File: config.mk
export PLATFORM = sky130hd
export DESIGN_NAME = mdm_status_reg
export DESIGN_NICKNAME = d
export VERILOG_FILES = /design/src/rtl/mdm_pkg.sv /design/src/rtl/mdm_sync.sv /design/src/rtl/mdm_srcsel.sv /design/src/rtl/mdm_delta.sv /design/src/rtl/mdm_status_reg.sv
export SDC_FILE = /design/constraint.sdc
export NUM_CORES = 1
export LEC_CHECK = 0
export BUFFER_PORTS_ARGS = -buffer_cell sky130_fd_sc_hd__buf_4
export CORE_UTILIZATION = 36
export CTS_CLUSTER_SIZE = 30
export DETAILED_ROUTE_END_ITERATION = 10
export GPL_TIMING_DRIVEN = 0
export PLACE_DENSITY = 0.63
export SLEW_MARGIN = 20
export SYNTH_ARGS = -nofsm -noshare
export SYNTH_HDL_FRONTEND = slang
export SYNTH_SLANG_ARGS = --single-unit
File: constraint.sdc
create_clock -name clk -period 1.5 [get_ports clk]
set_input_delay 0.15 -clock clk [delete_from_list [all_inputs] [get_ports clk]]
set_output_delay 0.15 -clock clk [all_outputs]
set_load 0.05 [all_outputs]
File: src/rtl/mdm_pkg.sv
package mdm_pkg;
   localparam int MDM_LINES = 4;
   // line positions inside the status nibbles; the ring line is special
   localparam int LN_CTS = 0;
   localparam int LN_DSR = 1;
   localparam int LN_RI  = 2;
   localparam int LN_DCD = 3;
   typedef logic [MDM_LINES-1:0] line_vec_t;
endpackage

File: src/rtl/mdm_sync.sv
module mdm_sync #(
   parameter int   WIDTH   = 4,
   parameter int   STAGES  = 2,
   parameter logic RST_LVL = 1'b1
) (
   input  logic             clk,
   input  logic             rst_n,
   input  logic [WIDTH-1:0] d_async,
   output logic [WIDTH-1:0] q_sync
);
   if (STAGES < 2) begin : g_bad_stages
      $error("mdm_sync: STAGES must be at least 2");
   end
   if (WIDTH < 1) begin : g_bad_width
      $error("mdm_sync: WIDTH must be positive");
   end

   logic [WIDTH-1:0] stg [STAGES];

   always_ff @(posedge clk or negedge rst_n) begin
      if (!rst_n) begin
         for (int s = 0; s < STAGES; s++) stg[s] <= {WIDTH{RST_LVL}};
      end else begin
         stg[0] <= d_async;
         for (int s = 1; s < STAGES; s++) stg[s] <= stg[s-1];
      end
   end

   assign q_sync = stg[STAGES-1];
endmodule

File: src/rtl/mdm_srcsel.sv
module mdm_srcsel #(
   parameter int WIDTH = 4
) (
   input  logic             lpbk_en,
   input  logic [WIDTH-1:0] pin_n,
   input  logic [WIDTH-1:0] ctl_hi,
   output logic [WIDTH-1:0] sel_n
);
   // control bits are active high; convert to the pins' active-low sense
   always_comb begin
      sel_n = lpbk_en ? ~ctl_hi : pin_n;
   end
endmodule

File: src/rtl/mdm_delta.sv
module mdm_delta #(
   parameter int               WIDTH      = 4,
   parameter logic [WIDTH-1:0] TRAIL_MASK = '0,
   parameter logic             RST_LVL    = 1'b1
) (
   input  logic             clk,
   input  logic             rst_n,
   input  logic [WIDTH-1:0] lvl_n,
   input  logic             clr,
   output logic [WIDTH-1:0] evt,
   output logic [WIDTH-1:0] flags
);
   logic [WIDTH-1:0] prev_n;

   always_ff @(posedge clk or negedge rst_n) begin
      if (!rst_n) prev_n <= {WIDTH{RST_LVL}};
      else        prev_n <= lvl_n;
   end

   for (genvar i = 0; i < WIDTH; i++) begin : g_line
      if (TRAIL_MASK[i]) begin : g_trail
         // active-low level returning high: end of the asserted period
         assign evt[i] = ~prev_n[i] & lvl_n[i];
      end else begin : g_any
         assign evt[i] = prev_n[i] ^ lvl_n[i];
      end
   end

   // set has priority over the read clear
   always_ff @(posedge clk or negedge rst_n) begin
      if (!rst_n) flags <= '0;
      else        flags <= (flags & ~{WIDTH{clr}}) | evt;
   end
endmodule

File: src/rtl/mdm_status_reg.sv
module mdm_status_reg
   import mdm_pkg::*;
#(
   parameter int SYNC_STAGES = 2
) (
   input  logic       clk,
   input  logic       rst_n,
   input  logic       cts_n_pin,
   input  logic       dsr_n_pin,
   input  logic       ri_n_pin,
   input  logic       dcd_n_pin,
   input  logic       lpbk_en,
   input  logic       ctl_rts,
   input  logic       ctl_dtr,
   input  logic       ctl_out1,
   input  logic       ctl_out2,
   input  logic       rd_stb,
   input  logic       irq_en,
   output logic [7:0] rd_data,
   output logic       irq
);
   localparam int        DW         = 2 * MDM_LINES;
   localparam line_vec_t TRAIL_MASK = line_vec_t'(1) << LN_RI;

   if (DW != 8) begin : g_bad_dw
      $error("mdm_status_reg: status byte must be 8 bits");
   end

   line_vec_t pin_raw_n, pin_sync_n, ctl_vec, sel_n, evt_vec, flag_vec;

   always_comb begin
      pin_raw_n         = '1;
      pin_raw_n[LN_CTS] = cts_n_pin;
      pin_raw_n[LN_DSR] = dsr_n_pin;
      pin_raw_n[LN_RI]  = ri_n_pin;
      pin_raw_n[LN_DCD] = dcd_n_pin;
      ctl_vec           = '0;
      ctl_vec[LN_CTS]   = ctl_rts;
      ctl_vec[LN_DSR]   = ctl_dtr;
      ctl_vec[LN_RI]    = ctl_out1;
      ctl_vec[LN_DCD]   = ctl_out2;
   end

   mdm_sync #(.WIDTH(MDM_LINES), .STAGES(SYNC_STAGES), .RST_LVL(1'b1)) u_sync (
      .clk     (clk),
      .rst_n   (rst_n),
      .d_async (pin_raw_n),
      .q_sync  (pin_sync_n)
   );

   mdm_srcsel #(.WIDTH(MDM_LINES)) u_sel (
      .lpbk_en (lpbk_en),
      .pin_n   (pin_sync_n),
      .ctl_hi  (ctl_vec),
      .sel_n   (sel_n)
   );

   mdm_delta #(.WIDTH(MDM_LINES), .TRAIL_MASK(TRAIL_MASK), .RST_LVL(1'b1)) u_delta (
      .clk   (clk),
      .rst_n (rst_n),
      .lvl_n (sel_n),
      .clr   (rd_stb),
      .evt   (evt_vec),
      .flags (flag_vec)
   );

   assign rd_data = {~sel_n, flag_vec};
   assign irq     = irq_en & (|flag_vec);
endmodule

# Yosys cells after proc, flatten, opt, wreduce, memory -nomap -nowiden

Index checks and enable logic that the tools add are counted.

Reductions and logical operators: 1
Muxes and demuxes: 1
Bitwise gates (word level): 11

Operators by type and width:

| operator           | number |
|---|---|
| inverter 4 bit     | 3 |
| AND 4 bit          | 1 |
| two-way mux 4 bit  | 1 |
| bitwise OR 4 bit   | 1 |
| OR reduction 4 bit | 1 |
| XOR 1 bit          | 3 |
| AND 1 bit          | 2 |
| inverter 1 bit     | 1 |

Bits of input ports: 13
Output and inout bits: 9
Bits in registers: 16
Word-level logic and storage cells: 17

# Logic depth before layout (Yosys ltp)

Gate-level depths: netlist of run 1.

Depth after elaboration: 4
Gate-level depth with buffers: 3
Depth with buffers taken out: 3

# Hierarchy

Synthesis of run 1 repeated with hierarchy kept, for this count alone.

Cell total of the unflattened synthesis: 43
Area total of the unflattened synthesis: 598.1 sq um

Modules (own cells, without submodules):

| module         | seq. area each (sq um) | cells each | instances | area an instance (sq um) |
|---|---|---|---|---|
| mdm_delta      | 205.2                  | 17         | 1         | 271.5 |
| mdm_sync       | 210.2                  | 12         | 1         | 240.2 |
| mdm_srcsel     | 0.0                    | 9          | 1         | 60.1 |
| mdm_status_reg | 0.0                    | 5          | 1         | 26.3 |

# Worst setup path after synthesis of run 1

OpenSTA, ideal clock, no wires.

Path type: reg2reg
Start point: register u_sync.stg (netlist bit u_sync.q_sync[2])
End point: register u_delta.flags[2]
Clock period less this slack: 1.475 ns
Buffers on the path: 0
Arrival time: 1.296 ns
Required time: 1.320 ns
Stages on the path, launching flop included: 3
Library setup time: 0.180 ns
Path slack: 0.025 ns
Cell sequence: dfstp_2 -> mux2i_1 -> o22ai_1

Word-level cells in the longest chain between the ends: 3

RTL lines:

| item                 | RTL line         | source |
|---|---|---|
| start, declared      | mdm_sync.sv:18   | `logic [WIDTH-1:0] stg [STAGES];` |
| two-way mux 4 bit    | mdm_srcsel.sv:11 | `sel_n = lpbk_en ? ~ctl_hi : pin_n;` |
| AND 1 bit            | mdm_delta.sv:23  | `assign evt[i] = ~prev_n[i] & lvl_n[i];` |
| bitwise OR 4 bit     | mdm_delta.sv:32  | `else flags <= (flags & ~{WIDTH{clr}}) \| evt;` |
| end signal, assigned | mdm_delta.sv:32  |  |
| end, declared        | mdm_delta.sv:11  | `output logic [WIDTH-1:0] flags` |

No other way between the ends.

# Worst setup path in the final report of run 1

Start point: register u_sync.stg (netlist bit u_sync.q_sync[3])
End point: output rd_data[7]

Word-level cells in the longest chain between the ends: 2

RTL lines:

| item              | RTL line             | source |
|---|---|---|
| two-way mux 4 bit | mdm_srcsel.sv:11     |  |
| inverter 4 bit    | mdm_status_reg.sv:67 | `assign rd_data = {~sel_n, flag_vec};` |
| end, declared     | mdm_status_reg.sv:19 | `output logic [7:0] rd_data,` |

No other way between the ends.

==> run_results.csv, run 1 <==
group,metric,value,unit
layout,nets,87,
detailed_routing,ant_nets,0,
timing,slew_viol_final,0,
timing,fin_worst_skew,2.93,ps
detailed_routing,drt-pass1-iter-count,2,
status,status,"completed",
detailed_routing,dr_total_vias,400,
power,power.density,1100,nW/um^2
setup_path,crit_path_end_kind,"primary output",
setup_path,worstSetupStartpoint,"u_sync.q_sync[3]",
yosys,avgSynthCellArea,14.0,sq um
floorplanning,die_w,42.8,um
power,power,0.000936,W
power,p_leak,0.423,nW
global_route,antenna_found_initial,0,
timing,finalSetupViolations,0,
global_route,grt_pass1_vias,396,
timing,worst_pin_slew,255,ps
clocking,cts-htree-levels,1,
detailed_routing,avgRoutedWirePerCell,10.9,um
timing,rsz0062_at_grt,"false",
floorplanning,pin_count,22,
yosys,yosysWarningCount,0,
setup_path,cp.required,1350,ps
timing,fin_crit,1450,ps
hold_path,hp-start,"rd_stb",
place,hpwl,688,um
setup_path,r2r-start,"u_sync.q_sync[0]",
global_route,gr-total-overflow,0,
floorplanning,placeableCoreArea,1520,sq um
timing,finalSetupTns,0,ps
clocking,cts_tree,"built",
global_route,grt_usage,11.8,%
detailed_routing,drt-total-wl,955,um
yosys,yosys-top-cells-area,"dfstp_2 53%, dfrtp_1 17%, mux2_4 7.5%",
clocking,cts_root_buffer,"clkbuf_4",
setup_path,cp_max_fo,3,
job,cap_violations,0,
setup_path,cpPeakStageDelay,520,ps
floorplanning,die-area,1840,sq um
clocking,cts_buffers,3,
timing,slew_headroom,82.5,%
detailed_routing,drtIter0Drc,3,
layout,area_growth,42.3,%
timing,finalCritPeriodShare,96.5,%
yosys,synth-seq-cells,16,
setup_path,critPathLaunchType,"flip-flop",
yosys,yosysTopAreaCell,"dfstp_2",
timing,max_freq,691,MHz
hold_path,hold_path.class,"in2reg",
clocking,cts_sinks,16,
yosys,syn_area,601,sq um
place,gp_congestion,0.641,
timing,timing.hold.ws,91.5,ps
place,numPortBuffers,21,
yosys,synth.net_count,56,
clocking,clk_pin_slew_worst_paths,80,ps
yosys,yosysSeqAreaShare,69.2,%
setup_path,cp.arrival,1300,ps
clocking,cts.path.max_buffers,2,
detailed_routing,via_per_inst,4.55,
floorplanning,die_height,42.8,um
setup_path,crit_chain,"inv_1, mux2_4, buf_4",
global_route,grt_pass1_wl,1520,um
power,irDropWorstVdd,0.000619,V
floorplanning,start_util,39.4,%
floorplanning,rows,14,
global_route,grt_max_degree,17,
detailed_routing,drc_errors,0,
yosys,yosysTopAreaCellShare,52.5,%
yosys,synth_cell_type_count,9,
setup_path,worstSetupPathType,"reg2out",
yosys,synth_cells,43,
timing,finalHoldViolations,0,
clocking,insertion_delay,270,ps
layout,drive_gt1_share,54.2,%
setup_path,crit_slowest_cell,"dfstp_2",
layout,n_antenna_cell,0,
clocking,cts_setup_buffers,0,
layout,n_fill_cell,133,
logic make-up after synthesis:
group	synth area share [%]
multiplexers	14.2
AND/OR/NAND/NOR	8.13
flip-flops	69.2
AO/OA/AOI/OAI	2.92
buffers and inverters	5.62
area by class of cell:
| type | count | area (sq um) | area share, % |
|---|---|---|---|
| Multi-Input combinational cell | 18 | 151 | 17.7 |
| Tap cell | 16 | 20.0 | 2.34 |
| Timing Repair Buffer | 26 | 211 | 24.7 |
| Inverter | 9 | 33.8 | 3.95 |
| Clock buffer | 3 | 22.5 | 2.64 |
| Sequential cell | 16 | 415 | 48.6 |
final timing paths:
kind / slack [ps] / endpoint / cells after the start
min reg2reg: 360 / u_sync.q_sync[0] / 0
min: 90 / u_delta.flags[2] / 2
min in group asynchronous: 260 / u_delta.flags[3] / 2
max reg2reg: 420 / u_delta.flags[0] / 3
max: 50 / rd_data[7] / 3
max in group asynchronous: 1000 / u_delta.prev_n[1] / 2
registers in the layout, indices dropped and copies added, names as in the netlist:
name	count
u_sync.q_sync	4
u_delta.prev_n	4
u_sync.stg	4
u_delta.flags	4
report_power, final:
part | internal, W | switching [W]
sequential | 0.000479 | 0.0000161
combinational | 0.0000924 | 0.000138
clock | 0.0000929 | 0.000117
synth_stat cells:
cell	n
nor2_1	3
dfstp_2	12
o22ai_1	1
dfrtp_1	4
mux2_4	3
mux2i_1	4
nor2b_1	6
o41a_1	1
inv_1	9
per-layer routing:
layer	global-route usage (%)	up-vias	wire, um
met3	4.26	0	77
met4	7.50	0	0
li1	-	192	-
met1	11.6	191	364
met5	0	-	0
met2	20.6	17	513
metrics by stage:
step | setup slack, ps | util, % | instances | cell area, sq um
after global routing | 2.65 | 56.1 | 88 | 855
after floorplan | 24.6 | - | 43 | 601
after global placement | 357 | 51.1 | 80 | 778
after detailed placement | 346 | 51.1 | 80 | 778
final | 53.2 | 56.1 | 88 | 855
after CTS | 27.3 | 55.8 | 88 | 851
critical path: cells and delay by family, from the launching register on:
| family | cells | cell delay, ps |
|---|---|---|
| buf+inv | 2 | 220 |
| flops | 1 | 520 |
| mux | 1 | 280 |
cell usage in the layout (no fill, tap or decap), drive strengths merged:
cell type	Yosys	final
clkbuf	0	3
dfrtp	4	4
o41a	1	1
o22ai	1	1
nor2b	6	6
inv	9	9
nor2	3	3
mux2	3	3
dfstp	12	12
mux2i	4	4
dlygate4sd3	0	5
buf	0	21
timing repair:
item / CTS / global route
resized for setup: 0 / 1
endpoints found under the hold margin: 20 / 0
hold buffers: 5 / 0
setup endpoints to repair: 0 / 1
Note: power is estimated with default switching activity, not from simulation.
==> run 2, diff against run 1 <==
--- a/config.mk
+++ b/config.mk
@@ -7,10 +7,9 @@
 export LEC_CHECK = 0
 export BUFFER_PORTS_ARGS = -buffer_cell sky130_fd_sc_hd__buf_4
 export CORE_UTILIZATION = 36
-export CTS_CLUSTER_SIZE = 30
 export DETAILED_ROUTE_END_ITERATION = 10
 export GPL_TIMING_DRIVEN = 0
-export PLACE_DENSITY = 0.63
+export PLACE_DENSITY = 0.7
 export SLEW_MARGIN = 20
 export SYNTH_ARGS = -nofsm -noshare
 export SYNTH_HDL_FRONTEND = slang
==> run 2 against run 1 <==
Net effect: routed wire length is 0.73% higher; critical path type unchanged; clock-buffer cell count is the same; first-iteration DRC count is 33% lower; register-to-register slack hardly changed; worst hold slack improved by 15 ps.
==> run_results.csv, run 2 (same netlist as run 1, synthesis figures left out) <==
group,metric,value,unit
layout,area_growth,41.7,%
hold_path,hold_path.class,"in2reg",
clocking,cts_tree,"built",
power,clock_power_share,22.6,%
detailed_routing,ant_nets,0,
layout,n_fill_cell,130,
setup_path,cpPeakStageDelay,530,ps
detailed_routing,drt-pass1-iter-count,2,
clocking,clk_pin_slew_worst_paths,80,ps
detailed_routing,dr_total_vias,398,
detailed_routing,drc_errors,0,
power,power.internal,0.000663,W
setup_path,cp.arrival,1310,ps
layout,layout.cells.most_common,"buf_4",
power,power.density,1100,nW/um^2
timing,finalSetupTns,0,ps
detailed_routing,avgRoutedWirePerCell,10.9,um
layout,final_area,851,sq um
global_route,grt_pass1_vias,419,
timing,fin_crit,1460,ps
detailed_routing,drtIter0Drc,2,
floorplanning,die-area,1840,sq um
clocking,cts_sinks,16,
global_route,gr-total-overflow,0,
detailed_routing,drt-total-wl,962,um
global_route,grt_usage,12.4,%
setup_path,cp.required,1350,ps
layout,drive_gt1_share,54.2,%
timing,finalCritPeriodShare,97.0,%
layout,n_antenna_cell,0,
power,irDropWorstVdd,0.000658,V
timing,worst_pin_slew,281,ps
setup_path,critPathLaunchType,"flip-flop",
power,p_switching,0.000275,W
global_route,antenna_found_initial,0,
clocking,cts_buffers,3,
power,comb_power_share,24.5,%
power,p_sw_share,29.3,%
setup_path,crit_chain,"inv_1, mux2_4, buf_4",
power,p_leak,0.422,nW
layout,final_core_util,55.8,%
clocking,cts-htree-levels,1,
clocking,insertion_delay,270,ps
timing,slew_viol_final,0,
layout,final_cell_mix,"21 x buf_4, 12 x dfstp_2, 9 x inv_1",
status,status,"completed",
setup_path,crit_path_end_kind,"primary output",
floorplanning,pin_count,22,
power,sequentialPowerShare,52.9,%
setup_path,cp_max_fo,3,
clocking,cts.path.max_buffers,2,
job,cap_violations,0,
timing,fin_worst_skew,0.558,ps
place,dp_slack,344,ps
place,gp_congestion,0.635,
place,placed_area,778,sq um
floorplanning,start_util,39.4,%
timing,rsz0062_at_grt,"false",
timing,slew_headroom,80.8,%
global_route,grt_pass1_wl,1640,um
place,numPortBuffers,21,
timing,finalSetupViolations,0,
global_route,grt_max_degree,17,
clocking,cts_resized,0,
detailed_routing,via_per_inst,4.52,
layout,nets,87,
floorplanning,die_height,42.8,um
floorplanning,rows,14,
timing,fin_ws,44.6,ps
timing,finalHoldViolations,0,
floorplanning,placeableCoreArea,1520,sq um
floorplanning,die_w,42.8,um
power,power,0.000938,W
setup_path,crit_slowest_cell,"dfstp_2",
setup_path,worstSetupPathType,"reg2out",
clocking,cts_root_buffer,"clkbuf_4",
timing,max_freq,687,MHz
place,hpwl,735,um
## run 2: area by class of cell
cell class,count,area [sq um],share of cell area [%]
Sequential cell,16,415,48.8
Timing Repair Buffer,26,208,24.4
Clock buffer,3,22.5,2.65
Tap cell,16,20.0,2.35
Inverter,9,33.8,3.97
Multi-Input combinational cell,18,151,17.8
## run 2: metrics by stage
stage | cells | hold WS, ps
floorplan | 43 | -146
global placement | 80 | 14.3
detailed placement | 80 | 13.5
CTS | 88 | 101
global route | 88 | 103
finish | 88 | 107
## run 2: critical path: cells and delay by family, from the launching register on
| kind | cells | cell delay (ps) |
|---|---|---|
| flip-flops | 1 | 530 |
| multiplexers | 1 | 280 |
| buffers and inverters | 2 | 220 |
## run 2: path summary, 6_finish.rpt
check	from	end	slack [ps]	cells past startpoint
min reg2reg	u_sync.stg[4]	u_sync.q_sync[0]	360	0
min	rd_stb	u_delta.flags[2]	110	2
max reg2reg	u_sync.q_sync[1]	u_delta.flags[1]	430	3
max in group asynchronous	rst_n	u_sync.q_sync[2]	1010	2
min in group asynchronous	rst_n	u_delta.flags[3]	250	2
max	u_sync.q_sync[0]	rd_data[4]	40	3
## run 2: layer usage
metal  part of all wire, %  wire length, um  GRT usage (%)  up-vias
met1                    36              349           11.6      190
met3                   6.4               62           2.13        0
met5                     0                0              0        -
li1                      -                -              -      193
met4                     0                0           7.50        0
met2                    57              550           23.9       15
## run 2: power groups by stage
stage / clock, W / sequential (W) / combinational, W
2_1_floorplan: 0 / 0.000551 / 0.0000888
3_3_place_gp: 0 / 0.000501 / 0.000217
3_5_place_dp: 0 / 0.000504 / 0.000221
4_1_cts: 0.000223 / 0.000496 / 0.000233
5_1_grt: 0.000234 / 0.000501 / 0.000244
6_report: 0.000212 / 0.000496 / 0.000230
## run 2: repair_timing
action / CTS / global route
endpoints found under the hold margin: 20 / 0
hold buffers: 5 / 0
setup buffers: 0 / 0
